--- src/rtl/spkt_pkg.sv ---
package spkt_pkg;
  localparam int DT_W   = 6;
  localparam int VC_W   = 2;
  localparam int PL_W   = 16;
  localparam int ENT_W  = PL_W + VC_W + DT_W;
  localparam int WORD_W = 32;

  // field order sets the read-word layout: payload 23:8, vc 7:6, dt 5:0
  typedef struct packed {
    logic [PL_W-1:0] pl;
    logic [VC_W-1:0] vc;
    logic [DT_W-1:0] dt;
  } spkt_ent_t;
endpackage

--- src/rtl/spkt_store.sv ---
module spkt_store #(
  parameter int DEPTH = 31,
  parameter int AW    = 5,
  parameter int W     = 24
) (
  input  logic          clk,
  input  logic          wr_en,
  input  logic [AW-1:0] wr_addr,
  input  logic [W-1:0]  wr_data,
  input  logic          rd_en,
  input  logic [AW-1:0] rd_addr,
  output logic [W-1:0]  rd_q
);
  logic [W-1:0] mem [DEPTH];

  // simple dual port, registered read, read-first on address collision
  always_ff @(posedge clk) begin
    if (wr_en) mem[wr_addr] <= wr_data;
    if (rd_en) rd_q <= mem[rd_addr];
  end
endmodule

--- src/rtl/spkt_ctrl.sv ---
module spkt_ctrl #(
  parameter int DEPTH = 31,
  parameter int AW    = 5,
  parameter int CW    = 5
) (
  input  logic          clk,
  input  logic          clr,
  input  logic          pkt_vld,
  input  logic          rd_en,
  output logic          push,
  output logic          pop,
  output logic          drop,
  output logic [AW-1:0] wptr,
  output logic [AW-1:0] rptr,
  output logic          hit_q,
  output logic          full_q,
  output logic          nempty_q
);
  localparam bit POW2 = ((1 << AW) == DEPTH);

  logic [CW-1:0] cnt_q, cnt_nxt;
  logic [AW-1:0] wptr_inc, rptr_inc;
  logic          at_full, at_empty;

  assign at_full  = (cnt_q == CW'(DEPTH));
  assign at_empty = (cnt_q == '0);
  assign pop      = rd_en & ~at_empty;
  assign push     = pkt_vld & (~at_full | pop);
  assign drop     = pkt_vld & ~push;
  assign cnt_nxt  = cnt_q + CW'(push) - CW'(pop);

  generate
    if (POW2) begin : g_wrap_nat
      assign wptr_inc = wptr + AW'(1);
      assign rptr_inc = rptr + AW'(1);
    end else begin : g_wrap_cmp
      assign wptr_inc = (wptr == AW'(DEPTH-1)) ? '0 : wptr + AW'(1);
      assign rptr_inc = (rptr == AW'(DEPTH-1)) ? '0 : rptr + AW'(1);
    end
  endgenerate

  always_ff @(posedge clk) begin
    if (clr) begin
      cnt_q    <= '0;
      wptr     <= '0;
      rptr     <= '0;
      hit_q    <= 1'b0;
      full_q   <= 1'b0;
      nempty_q <= 1'b0;
    end else begin
      cnt_q    <= cnt_nxt;
      if (push) wptr <= wptr_inc;
      if (pop)  rptr <= rptr_inc;
      if (rd_en) hit_q <= pop;
      full_q   <= (cnt_nxt == CW'(DEPTH));
      nempty_q <= (cnt_nxt != '0);
    end
  end
endmodule

--- src/rtl/spkt_evt.sv ---
module spkt_evt (
  input  logic clk,
  input  logic clr,
  input  logic nempty_i,
  input  logic drop_i,
  input  logic nempty_clr,
  input  logic ovf_clr,
  output logic irq_nempty,
  output logic irq_ovf
);
  always_ff @(posedge clk) begin
    if (clr) begin
      irq_nempty <= 1'b0;
      irq_ovf    <= 1'b0;
    end else begin
      // a clear lowers the event for one edge; held entries raise it again
      if (nempty_clr)    irq_nempty <= 1'b0;
      else if (nempty_i) irq_nempty <= 1'b1;
      if (drop_i)        irq_ovf <= 1'b1;
      else if (ovf_clr)  irq_ovf <= 1'b0;
    end
  end
endmodule

--- src/rtl/spkt_queue.sv ---
module spkt_queue
  import spkt_pkg::*;
#(
  parameter int DEPTH = 31
) (
  input  logic        clk,
  input  logic        rst,
  input  logic        soft_rst,
  input  logic        pkt_vld,
  input  logic [5:0]  pkt_dt,
  input  logic [1:0]  pkt_vc,
  input  logic [15:0] pkt_data,
  input  logic        rd_en,
  output logic [31:0] rd_data,
  output logic        sts_full,
  output logic        sts_nempty,
  input  logic        nempty_clr,
  output logic        irq_nempty,
  input  logic        ovf_clr,
  output logic        irq_ovf
);
  localparam int AW = (DEPTH > 1) ? $clog2(DEPTH) : 1;
  localparam int CW = $clog2(DEPTH + 1);

  logic          clr, push, pop, drop, hit_q;
  logic [AW-1:0] wptr, rptr;
  spkt_ent_t     wr_ent, rd_ent;

  assign clr    = rst | soft_rst;
  assign wr_ent = '{pl: pkt_data, vc: pkt_vc, dt: pkt_dt};

  spkt_ctrl #(.DEPTH(DEPTH), .AW(AW), .CW(CW)) i_ctrl (
    .clk(clk), .clr(clr), .pkt_vld(pkt_vld), .rd_en(rd_en),
    .push(push), .pop(pop), .drop(drop), .wptr(wptr), .rptr(rptr),
    .hit_q(hit_q), .full_q(sts_full), .nempty_q(sts_nempty)
  );

  spkt_store #(.DEPTH(DEPTH), .AW(AW), .W(ENT_W)) i_store (
    .clk(clk), .wr_en(push), .wr_addr(wptr), .wr_data(wr_ent),
    .rd_en(pop), .rd_addr(rptr), .rd_q(rd_ent)
  );

  spkt_evt i_evt (
    .clk(clk), .clr(clr), .nempty_i(sts_nempty), .drop_i(drop),
    .nempty_clr(nempty_clr), .ovf_clr(ovf_clr),
    .irq_nempty(irq_nempty), .irq_ovf(irq_ovf)
  );

  assign rd_data = hit_q ? {{(WORD_W-ENT_W){1'b0}}, rd_ent} : '0;
endmodule

--- config.mk ---
export PLATFORM = sky130hd
export DESIGN_NAME = spkt_queue
export DESIGN_NICKNAME = d
export VERILOG_FILES = /design/src/rtl/spkt_pkg.sv /design/src/rtl/spkt_store.sv /design/src/rtl/spkt_ctrl.sv /design/src/rtl/spkt_evt.sv /design/src/rtl/spkt_queue.sv
export SDC_FILE = /design/constraint.sdc
export NUM_CORES = 1
export LEC_CHECK = 0
export ABC_AREA = 1
export BUFFER_PORTS_ARGS = -buffer_cell sky130_fd_sc_hd__clkbuf_2
export CAP_MARGIN = 20
export CORE_UTILIZATION = 65
export DETAILED_ROUTE_END_ITERATION = 12
export GPL_ROUTABILITY_DRIVEN = 1
export PLACE_DENSITY = 0.87
export RECOVER_POWER = 100
export SYNTH_ARGS = -nofsm -noshare
export SYNTH_HDL_FRONTEND = slang
export SYNTH_SLANG_ARGS = --single-unit
--- constraint.sdc ---
create_clock -name clk -period 7.7 [get_ports clk]
set_input_delay 1.54 -clock clk [delete_from_list [all_inputs] [get_ports clk]]
set_output_delay 1.54 -clock clk [all_outputs]
set_load 0.02 [all_outputs]
# Yosys cells after proc, flatten, opt, wreduce, memory -nomap -nowiden
# Memories as Yosys holds them, arrays and structs flattened. A register that Yosys moved wholly into a read port is not among the register bits.
# Cells that the tools add are included.
[op_classes]
n_bitwise = 8
n_eq_ne = 4
n_mux = 7
addsub = 4
mul = 0
shift = 0
magnitude_cmp = 0
n_reduce_logical = 4
div_mod_pow = 0
[ops]
columns = ["cell", "n"]
rows = [
  ["24-bit 2-to-1 mux", 1],
  ["5-bit equality test (second input constant)", 4],
  ["5-bit by 1-bit adder with 5-bit output (second input constant)", 2],
  ["5-bit 2-to-1 mux", 2],
  ["5-bit by 1-bit adder with 5-bit output", 1],
  ["5-bit zero test", 1],
  ["5-bit nonzero test", 1],
  ["5-bit by 1-bit subtractor with 5-bit output", 1],
  ["1-bit 2-to-1 mux", 4],
  ["1-bit bitwise AND", 3],
  ["1-bit inverter", 3],
  ["1-bit bitwise OR", 2],
  ["2-bit nonzero test", 1],
  ["2-bit OR reduction", 1],
]
[word_totals]
regBits = 20
out_inout_bits = 36
mem_count = 1
romBits = 0
input_bits = 31
latch_bits = 0
ram_bits = 744
[memory_table]
columns = ["memory", "words", "width", "rd", "rd_clocked_by_memory_dff", "wr", "line_no", "source"]
rows = [
  ["i_store.mem", 31, 24, 1, 1, 1, "spkt_store.sv:14", "logic [W-1:0] mem [DEPTH];"],
]

# Depth between registers and ports, before layout
# Gate-level depths: netlist of run 1.
[logic_depth]
ltp_word = 8
ltp_mapped = 16

# By module
# Synthesis of run 1 repeated with hierarchy kept, for this count alone.
[unflattened]
hier_cells = 2783
area_unflattened_um2 = 32274.7
[by_module_without_submodules]
columns = ["module", "instances", "cells_per_inst", "area_each_um2", "seq_area_each_um2"]
rows = [
  ["spkt_store", 1, 2561, 30825.8, 23062.1],
  ["spkt_ctrl", 1, 152, 1097.3, 360.3],
  ["spkt_queue", 1, 62, 277.8, 0.0],
  ["spkt_evt", 1, 8, 73.8, 40.0],
]

# Worst setup path before layout of run 1
# Ideal clock, no wire load.
[synth_path]
kind = "in2reg"
start = "in rd_en"
end = "reg i_ctrl.nempty_q"
n_path_buf = 0
stages = 12
path_slack_ns = 3.999
arrival_time_ns = 3.579
cell_sequence = "nand2_1 -> inv_1 -> ha_1 -> inv_1 -> ha_1 -> fa_1 -> nand2_1 -> nand2_1 -> a21oi_1 -> nand2_1 -> nand3_1 -> nand3_1"
[synth_via]
elab_chain_cells = 6
[synth_rtl]
columns = ["item", "line_no", "source"]
rows = [
  ["from (decl)", "spkt_queue.sv:13", "input logic rd_en,"],
  ["1-bit bitwise AND *", "spkt_ctrl.sv:27", "assign pop = rd_en & ~at_empty;"],
  ["via i_ctrl.pop", "spkt_ctrl.sv:11", "output logic pop,"],
  ["1-bit bitwise OR", "spkt_ctrl.sv:28", "assign push = pkt_vld & (~at_full | pop);"],
  ["1-bit bitwise AND", "spkt_ctrl.sv:28", ""],
  ["5-bit by 1-bit adder with 5-bit output", "spkt_ctrl.sv:30", "assign cnt_nxt = cnt_q + CW'(push) - CW'(pop);"],
  ["5-bit by 1-bit subtractor with 5-bit output *", "spkt_ctrl.sv:30", ""],
  ["5-bit nonzero test *", "spkt_ctrl.sv:56", "nempty_q <= (cnt_nxt != '0);"],
  ["to (signal assigned)", "spkt_ctrl.sv:56", ""],
  ["to (decl)", "spkt_ctrl.sv:17", "output logic nempty_q"],
]
# The timed path passes the listed nets; every way through them passes the cells marked *.
# A chain may end at the register's enable or synchronous reset.

==> impl_metrics.py, run 1 <==
metrics = {
    "status": {
        "status": "finished, violations left",
        "violations": "max-capacitance violations, max-slew violations",
    },
    "grt": {
        "grt_pass1_wl_um": 125000,
        "overflow": 0,
        "antenna_found_initial": 0,
        "grt_max_degree": 210,
        "globalRouteTotalUtil_pct": 32.9,
        "first_global_vias": 22400,
    },
    "finish": {
        "antenna_cells": 0,
        "finalNetCount": 3101,
        "final_cells": 3786,
        "final_util_pct": 71.5,
        "areaGrowthSynthToFinish_pct": 8.90,
        "drive_gt1_share_pct": 4.62,
    },
    "die": {
        "die_area_sq_um": 51500,
        "core-area_sq_um": 50100,
        "dieHeight_um": 227,
        "initial_core_util_pct": 65.7,
        "io_pins": 67,
        "dieWidth_um": 227,
        "rows": 82,
    },
    "setup_path": {
        "critPathKind": "reg -> reg",
        "arrival_ps": 4990,
        "startpoint": "i_ctrl.rptr[2]$_SDFFE_PP0P_",
        "end_kind": "flip-flop",
        "cp.required_ps": 8200,
        "r2r-start": "i_ctrl.rptr[2]$_SDFFE_PP0P_",
        "start_kind": "flip-flop",
        "crit_fanout": 48,
    },
    "timing": {
        "rsz0062_at_grt": "false",
        "min_period_ps": 4490,
        "tightest_slew_ps": 2300,
        "setup_viol": 0,
        "max_freq_mhz": 223,
        "finalMaxSlewViolations": 1082,
        "hold_viol_final": 0,
        "final.period_utilization_pct": 58.3,
        "relSlewSlack_pct": -53.6,
        "whs_ps": 476,
        "fin_skew_ps": 23.3,
        "tns_ps": 0,
    },
    "drt": {
        "via_per_inst": 6.02,
        "drt_iter0_markers": 3228,
        "wl_met3_um": 10000,
        "drt_wl_total_um": 82800,
        "dr_wl_met2_um": 40000,
        "postRouteAntennaNets": 0,
        "drc": 0,
        "first_pass_iters": 7,
        "vias": 22800,
        "m1WireLength_um": 28600,
        "routed.top_layer": "met4",
        "wl_per_cell_um": 21.9,
    },
    "clocking": {
        "cts_setup_buffers": 0,
        "clock_sinks": 788,
        "clk_pin_slew_ps": 60,
        "cts_max_path_buffers": 3,
        "postCtsHoldBufs": 0,
        "clk_latency_ps": 630,
        "tritoncts": "yes",
        "h-tree-depth": 3,
        "cts_inserted_buffers": 76,
        "cts.repair.resized": 0,
        "clockRootBuffer": "clkbuf_16",
    },
    "placed_design": {
        "place_hpwl_um": 45700,
        "io_buffers": 58,
        "gp_congestion": 0.909,
        "dp_cells": 3646,
    },
    "synth": {
        "syn_area_sq_um": 32900,
        "yosys_register_bits": 788,
        "yosys_warnings": 0,
        "synth_cell_type_count": 27,
        "syn_inst": 3035,
        "ys_seq_area_share_pct": 71.3,
        "synth.avg_cell_area_sq_um": 10.8,
    },
    "power": {
        "p_leak_nw": 14.0,
        "power_density_nw_per_um2": 257,
        "irDropWorstVdd_mv": 0.206,
    },
    "run": {
        "cap_violations": 38,
    },
    "worst_hold_path": {
        "holdCritStartpoint": "i_evt.irq_ovf$_SDFFE_PP0P_",
        "hp-class": "reg -> reg",
    },
}
## per-layer routing
metal,vias up,GRT usage (%)
met1,10800,41.2
met4,0,17.5
met3,298,7.06
li1,10100,-
met5,-,0
met2,1625,54.3
## kinds of logic (layout without fill, tap and decap cells)
kind of cell	Yosys count	in the layout	share of synthesized area [%]
xor gates and xnor gates	3	3	0.0799
adders and majority gates	14	14	0.555
other	1	8	0.0114
DFF	788	788	71.3
AOI/OAI and AO/OA	81	81	1.23
buffers and inverters	430	502	5.39
and+or+nand+nor	1718	1718	21.4
## path summary, 6_finish.rpt
kind / to / slack (ps) / cells after the start
min: i_evt.irq_ovf$_SDFFE_PP0P_ / 480 / 2
max: i_store.rd_q[18]$_DFFE_PP_ / 3210 / 9
min reg2reg: i_evt.irq_ovf$_SDFFE_PP0P_ / 480 / 2
max reg2reg: i_store.rd_q[18]$_DFFE_PP_ / 3210 / 9
## layout make-up
| cell class | instances | area (sq um) |
|---|---|---|
| clock buffers | 95 | 2040 |
| clock inverters | 41 | 293 |
| fillers | 3221 | 14300 |
| inverters | 265 | 1010 |
| multi-input cells | 1824 | 7700 |
| flip-flops and latches | 788 | 23500 |
| well taps | 672 | 841 |
| repair buffers | 101 | 462 |
## layout by cell type (no fill, tap or decap), types with 6 or more instances in the layout
cell type	count
a21oi_1	38
nor2_2	11
clkbuf_2	6
dfxtp_1	18
inv_1	259
clkinv_1	21
edfxtp_1	768
or2_2	9
nand2_1	1112
o21ai_0	43
conb_1	8
clkbuf_1	101
ha_1	13
buf_4	7
clkinv_2	11
nor2_1	152
nand3_1	424
clkbuf_16	79
## cells in the mapped netlist
library cell | number | share of area (%)
nand2_1 | 1111 | 13
edfxtp_1 | 768 | 70
nand3_1 | 424 | 6.5
inv_1 | 260 | 3.0
nor2_1 | 163 | 1.9
buf_2 | 84 | 1.3
clkbuf_1 | 50 | 0.57
o21ai_0 | 43 | 0.65
a21oi_1 | 38 | 0.58
dfxtp_1 | 20 | 1.2
buf_1 | 18 | 0.21
ha_1 | 13 | 0.49
buf_4 | 12 | 0.27
or2_2 | 9 | 0.17
inv_2 | 4 | 0.046
nand4_1 | 3 | 0.057
nor3_1 | 3 | 0.046
nand3b_1 | 2 | 0.046
xnor2_1 | 2 | 0.053
buf_6 | 1 | 0.034
clkinv_1 | 1 | 0.011
conb_1 | 1 | 0.011
fa_1 | 1 | 0.061
nand2_2 | 1 | 0.019
nor2_4 | 1 | 0.034
nor3b_1 | 1 | 0.023
xor2_1 | 1 | 0.027
## critical path: stages (launching register included)
cell and delay, ps:
dfxtp_1 930, buf_4 710, nand2_1 730, inv_1 1160
nand3_1 180, nand2_1 100, nor2_1 80, nand2_1 210
nand2_1 120, inv_1 90
## per-stage QoR
| step | setup WS [ps] | instance area [sq um] | power, mW |
|---|---|---|---|
| final | 3210 | 35800 | 9.22 |
| after global routing | 3130 | 35800 | 9.47 |
| after CTS | 3910 | 36100 | 9.21 |
| after detailed placement | 3390 | 33800 | 5.75 |
| after global placement | 3390 | 33600 | 5.71 |
| after floorplan | 4000 | 32900 | 5.45 |
## power breakdown
part	leakage (nW)	switching, mW	internal (mW)	total (mW)
Clock	1.13	1.55	1.98	3.53
Combinational	5.76	0.670	0.208	0.879
Sequential	7.09	0.0299	4.78	4.81
## state kept, by name, indices dropped and copies added, names as in the netlist
signal / cells
i_evt.irq_ovf: 1
i_ctrl.full_q: 1
i_ctrl.hit_q: 1
i_ctrl.wptr: 5
i_store.rd_q: 24
i_ctrl.nempty_q: 1
i_store.mem: 744
i_evt.irq_nempty: 1
i_ctrl.cnt_q: 5
i_ctrl.rptr: 5
Note: power is estimated with default switching activity, not from simulation.
==> run 2, diff against run 1 <==
--- a/config.mk
+++ b/config.mk
@@ -5,13 +5,13 @@
 export SDC_FILE = /design/constraint.sdc
 export NUM_CORES = 1
 export LEC_CHECK = 0
-export ABC_AREA = 1
+export ABC_AREA = 0
 export BUFFER_PORTS_ARGS = -buffer_cell sky130_fd_sc_hd__clkbuf_2
 export CAP_MARGIN = 20
-export CORE_UTILIZATION = 65
+export CORE_UTILIZATION = 56
 export DETAILED_ROUTE_END_ITERATION = 12
 export GPL_ROUTABILITY_DRIVEN = 1
-export PLACE_DENSITY = 0.87
+export PLACE_DENSITY = 0.8
 export RECOVER_POWER = 100
 export SYNTH_ARGS = -nofsm -noshare
 export SYNTH_HDL_FRONTEND = slang
==> constraint.sdc (replaced) <==
create_clock -name clk -period 3.75 [get_ports clk]
set_input_delay 0.75 -clock clk [delete_from_list [all_inputs] [get_ports clk]]
set_output_delay 0.75 -clock clk [all_outputs]
set_load 0.02 [all_outputs]
==> run 2 against run 1 <==
  * The run still ends with max-capacitance violations, max-slew violations left
  * Non-clock buffer count increased by 30
  * Fmax increased by 27%
  * Final area down 4.7%
  * Flip-flop and latch count unchanged
  * Sequential power increased by 110%
  * Via count is 33% lower
  * Wire length is 20% lower
  * Total power rose by 100%
  * Worst hold slack worse by 180 ps
  * Worst setup slack got worse by 3000 ps
  * Count of clock-buffer cells in the layout did not move
  * Critical path type unchanged
  * Critical endpoint is now i_store.rd_q[23]$_DFFE_PP_
  * Highest routed layer unchanged
==> impl_metrics.py, run 2 <==
metrics = {
    "placed_design": {
        "io_buffers": 58,
        "dp_cells": 2263,
        "place_ws_ps": 578,
        "gp_congestion": 0.843,
        "place_hpwl_um": 38500,
    },
    "synth": {
        "netlist_top_cells_area": "edfxtp_1 (75%), mux4_2 (9.0%), mux2i_1 (3.4%)",
        "synth.most_common_cell": "edfxtp_1",
        "syn_area_sq_um": 30700,
        "synth-edff-count": 768,
        "synth.avg_cell_area_sq_um": 20.2,
        "async_reset_ff_share_pct": 0,
        "ys.flop_type": "edfxtp_1",
        "yosysTopAreaCellShare_pct": 75.0,
        "ys_top_cells_by_count": "edfxtp_1 (768), mux4_2 (123), mux2i_1 (103)",
        "ys_seq_area_share_pct": 76.3,
        "yosys.area.top_type": "edfxtp_1",
        "yosys_warnings": 0,
        "syn_inst": 1520,
        "yosys_register_bits": 788,
        "synth_cell_type_count": 56,
    },
    "grt": {
        "grt_use_met1_pct": 32.0,
        "grt.busiest_layer": "met2",
        "first_global_vias": 15800,
        "use_met2_pct": 39.0,
        "overflow": 0,
        "grt_pass1_wl_um": 98600,
        "antenna_found_initial": 1,
        "globalRouteTotalUtil_pct": 24.3,
        "grt_max_degree": 48,
        "met3_usage_pct": 6.14,
    },
    "clocking": {
        "cts_max_path_buffers": 3,
        "clk_latency_ps": 610,
        "clk_pin_slew_ps": 60,
        "clock_sinks": 788,
        "cts_setup_buffers": 0,
        "clockRootBuffer": "clkbuf_16",
        "postCtsHoldBufs": 0,
        "h-tree-depth": 3,
        "tritoncts": "yes",
        "cts.repair.resized": 0,
        "cts_inserted_buffers": 77,
    },
    "setup_path": {
        "regToRegSetupSlack_ps": 220,
        "cp.required_ps": 4150,
        "end_kind": "flip-flop",
        "start_kind": "flip-flop",
        "arrival_ps": 3930,
        "critPathKind": "reg -> reg",
        "crit_fanout": 23,
    },
    "die": {
        "dieWidth_um": 236,
        "rows": 85,
        "io_pins": 67,
        "dieHeight_um": 236,
        "core-area_sq_um": 54000,
        "initial_core_util_pct": 56.9,
        "die_area_sq_um": 55800,
    },
    "finish": {
        "drive_gt1_share_pct": 19.6,
        "top_register": "i_store.mem",
        "final_util_pct": 63.2,
        "finalNetCount": 1691,
        "final_common_cell": "edfxtp_1",
        "reg_top3": "i_store.mem x744, i_store.rd_q x24",
        "largest_reg_flops": 744,
        "layout_common_cells": "edfxtp_1 (768), mux4_2 (123), mux2i_1 (103), clkbuf_1 (81), clkbuf_16 (80)",
        "areaGrowthSynthToFinish_pct": 11.1,
        "final_cells": 2403,
    },
    "timing": {
        "worst_slack_ps": 219,
        "setup_viol": 0,
        "finalMaxSlewViolations": 324,
        "tightest_slew_ps": 1820,
        "min_period_ps": 3530,
        "tns_ps": 0,
        "hold_viol_final": 0,
        "fin_skew_ps": 24.4,
        "max_freq_mhz": 283,
        "rsz0062_at_grt": "false",
        "relSlewSlack_pct": -21.4,
        "final.period_utilization_pct": 94.1,
    },
    "run": {
        "cap_violations": 11,
    },
    "drt": {
        "postRouteAntennaNets": 0,
        "via_per_inst": 6.36,
        "drt_wl_total_um": 66200,
        "wl_per_cell_um": 27.5,
        "vias": 15300,
        "first_pass_iters": 6,
        "drt_iter0_markers": 1611,
        "drc": 0,
    },
    "power": {
        "fin_total_pwr_mw": 18.7,
        "irDropWorstVdd_mv": 0.416,
        "p_leak_nw": 10.5,
        "power_density_nw_per_um2": 549,
    },
    "worst_hold_path": {
        "hp-class": "in -> reg",
    },
    "status": {
        "violations": "max-capacitance violations, max-slew violations",
        "status": "finished, violations left",
    },
}
-- run 2: cell types whose count changed after synthesis, sizes merged, moves of 26 or more --
cell	previous run	this run
and2	0	29
buf	115	67
clkbuf	50	24
inv	264	14
mux2i	0	103
mux4	0	128
nand2	1112	41
nand2b	0	27
nand3	424	8
nor2	164	43
o211ai	0	26
o21ai	43	4
o22ai	0	38
-- run 2: metrics by stage --
step / area, sq um / hold slack, ps
6_report: 34100 / 299
5_1_grt: 34100 / 295
4_1_cts: 34500 / 277
3_5_place_dp: 32100 / 474
3_3_place_gp: 32100 / 471
2_1_floorplan: 30800 / 478
-- run 2: cell type report --
class / instances / area (sq um)
Fill cell: 3535 / 19900
Inverter: 15 / 56.3
Timing Repair Buffer: 131 / 683
Sequential cell: 788 / 23500
Tap cell: 696 / 871
Multi-Input combinational cell: 633 / 6660
Antenna cell: 1 / 2.50
Clock buffer: 95 / 2060
Clock inverter: 44 / 344
-- run 2: critical path, stage by stage (launching register included) --
cell and delay, ps:
dfxtp_1 740, clkbuf_1 540, clkbuf_1 500, nand3_1 170
clkbuf_2 430, o22ai_1 450, nor4b_2 160, a311oi_1 320
-- run 2: cells by family after synthesis --
group                      count (synthesis)  share of synthesized area [%]
DFF                                      788                           76.3
muxes                                    248                           13.4
and+or+nand+nor                          187                           3.31
AOI/OAI and AO/OA                        170                           4.04
buffers and inverters                    106                           2.14
adders and majority gates                 14                          0.594
xor gates and xnor gates                   6                          0.171
other                                      1                         0.0122
-- run 2: metal layers --
metal	wire length, um	part of all wire [%]	up-vias
met3	6840	10	130
met1	24500	37	7822
met4	2010	3.0	0
met5	0	0	-
li1	-	-	6486
met2	32800	50	854
-- run 2: worst paths after layout --
check / startpoint / endpoint / cells after the start
worst max-delay path: i_ctrl.rptr[3]$_SDFFE_PP0P_ / i_store.rd_q[23]$_DFFE_PP_ / 7
worst min-delay path: nempty_clr / i_evt.irq_nempty$_SDFFE_PP0P_ / 2
worst max register to register: i_ctrl.rptr[3]$_SDFFE_PP0P_ / i_store.rd_q[23]$_DFFE_PP_ / 7
worst min register to register: i_ctrl.nempty_q$_SDFF_PP0_ / i_evt.irq_nempty$_SDFFE_PP0P_ / 2
-- run 2: power breakdown --
part           switching, mW  internal (mW)
Combinational          0.856          0.566
Clock                   3.15           4.24
Sequential            0.0886           9.84
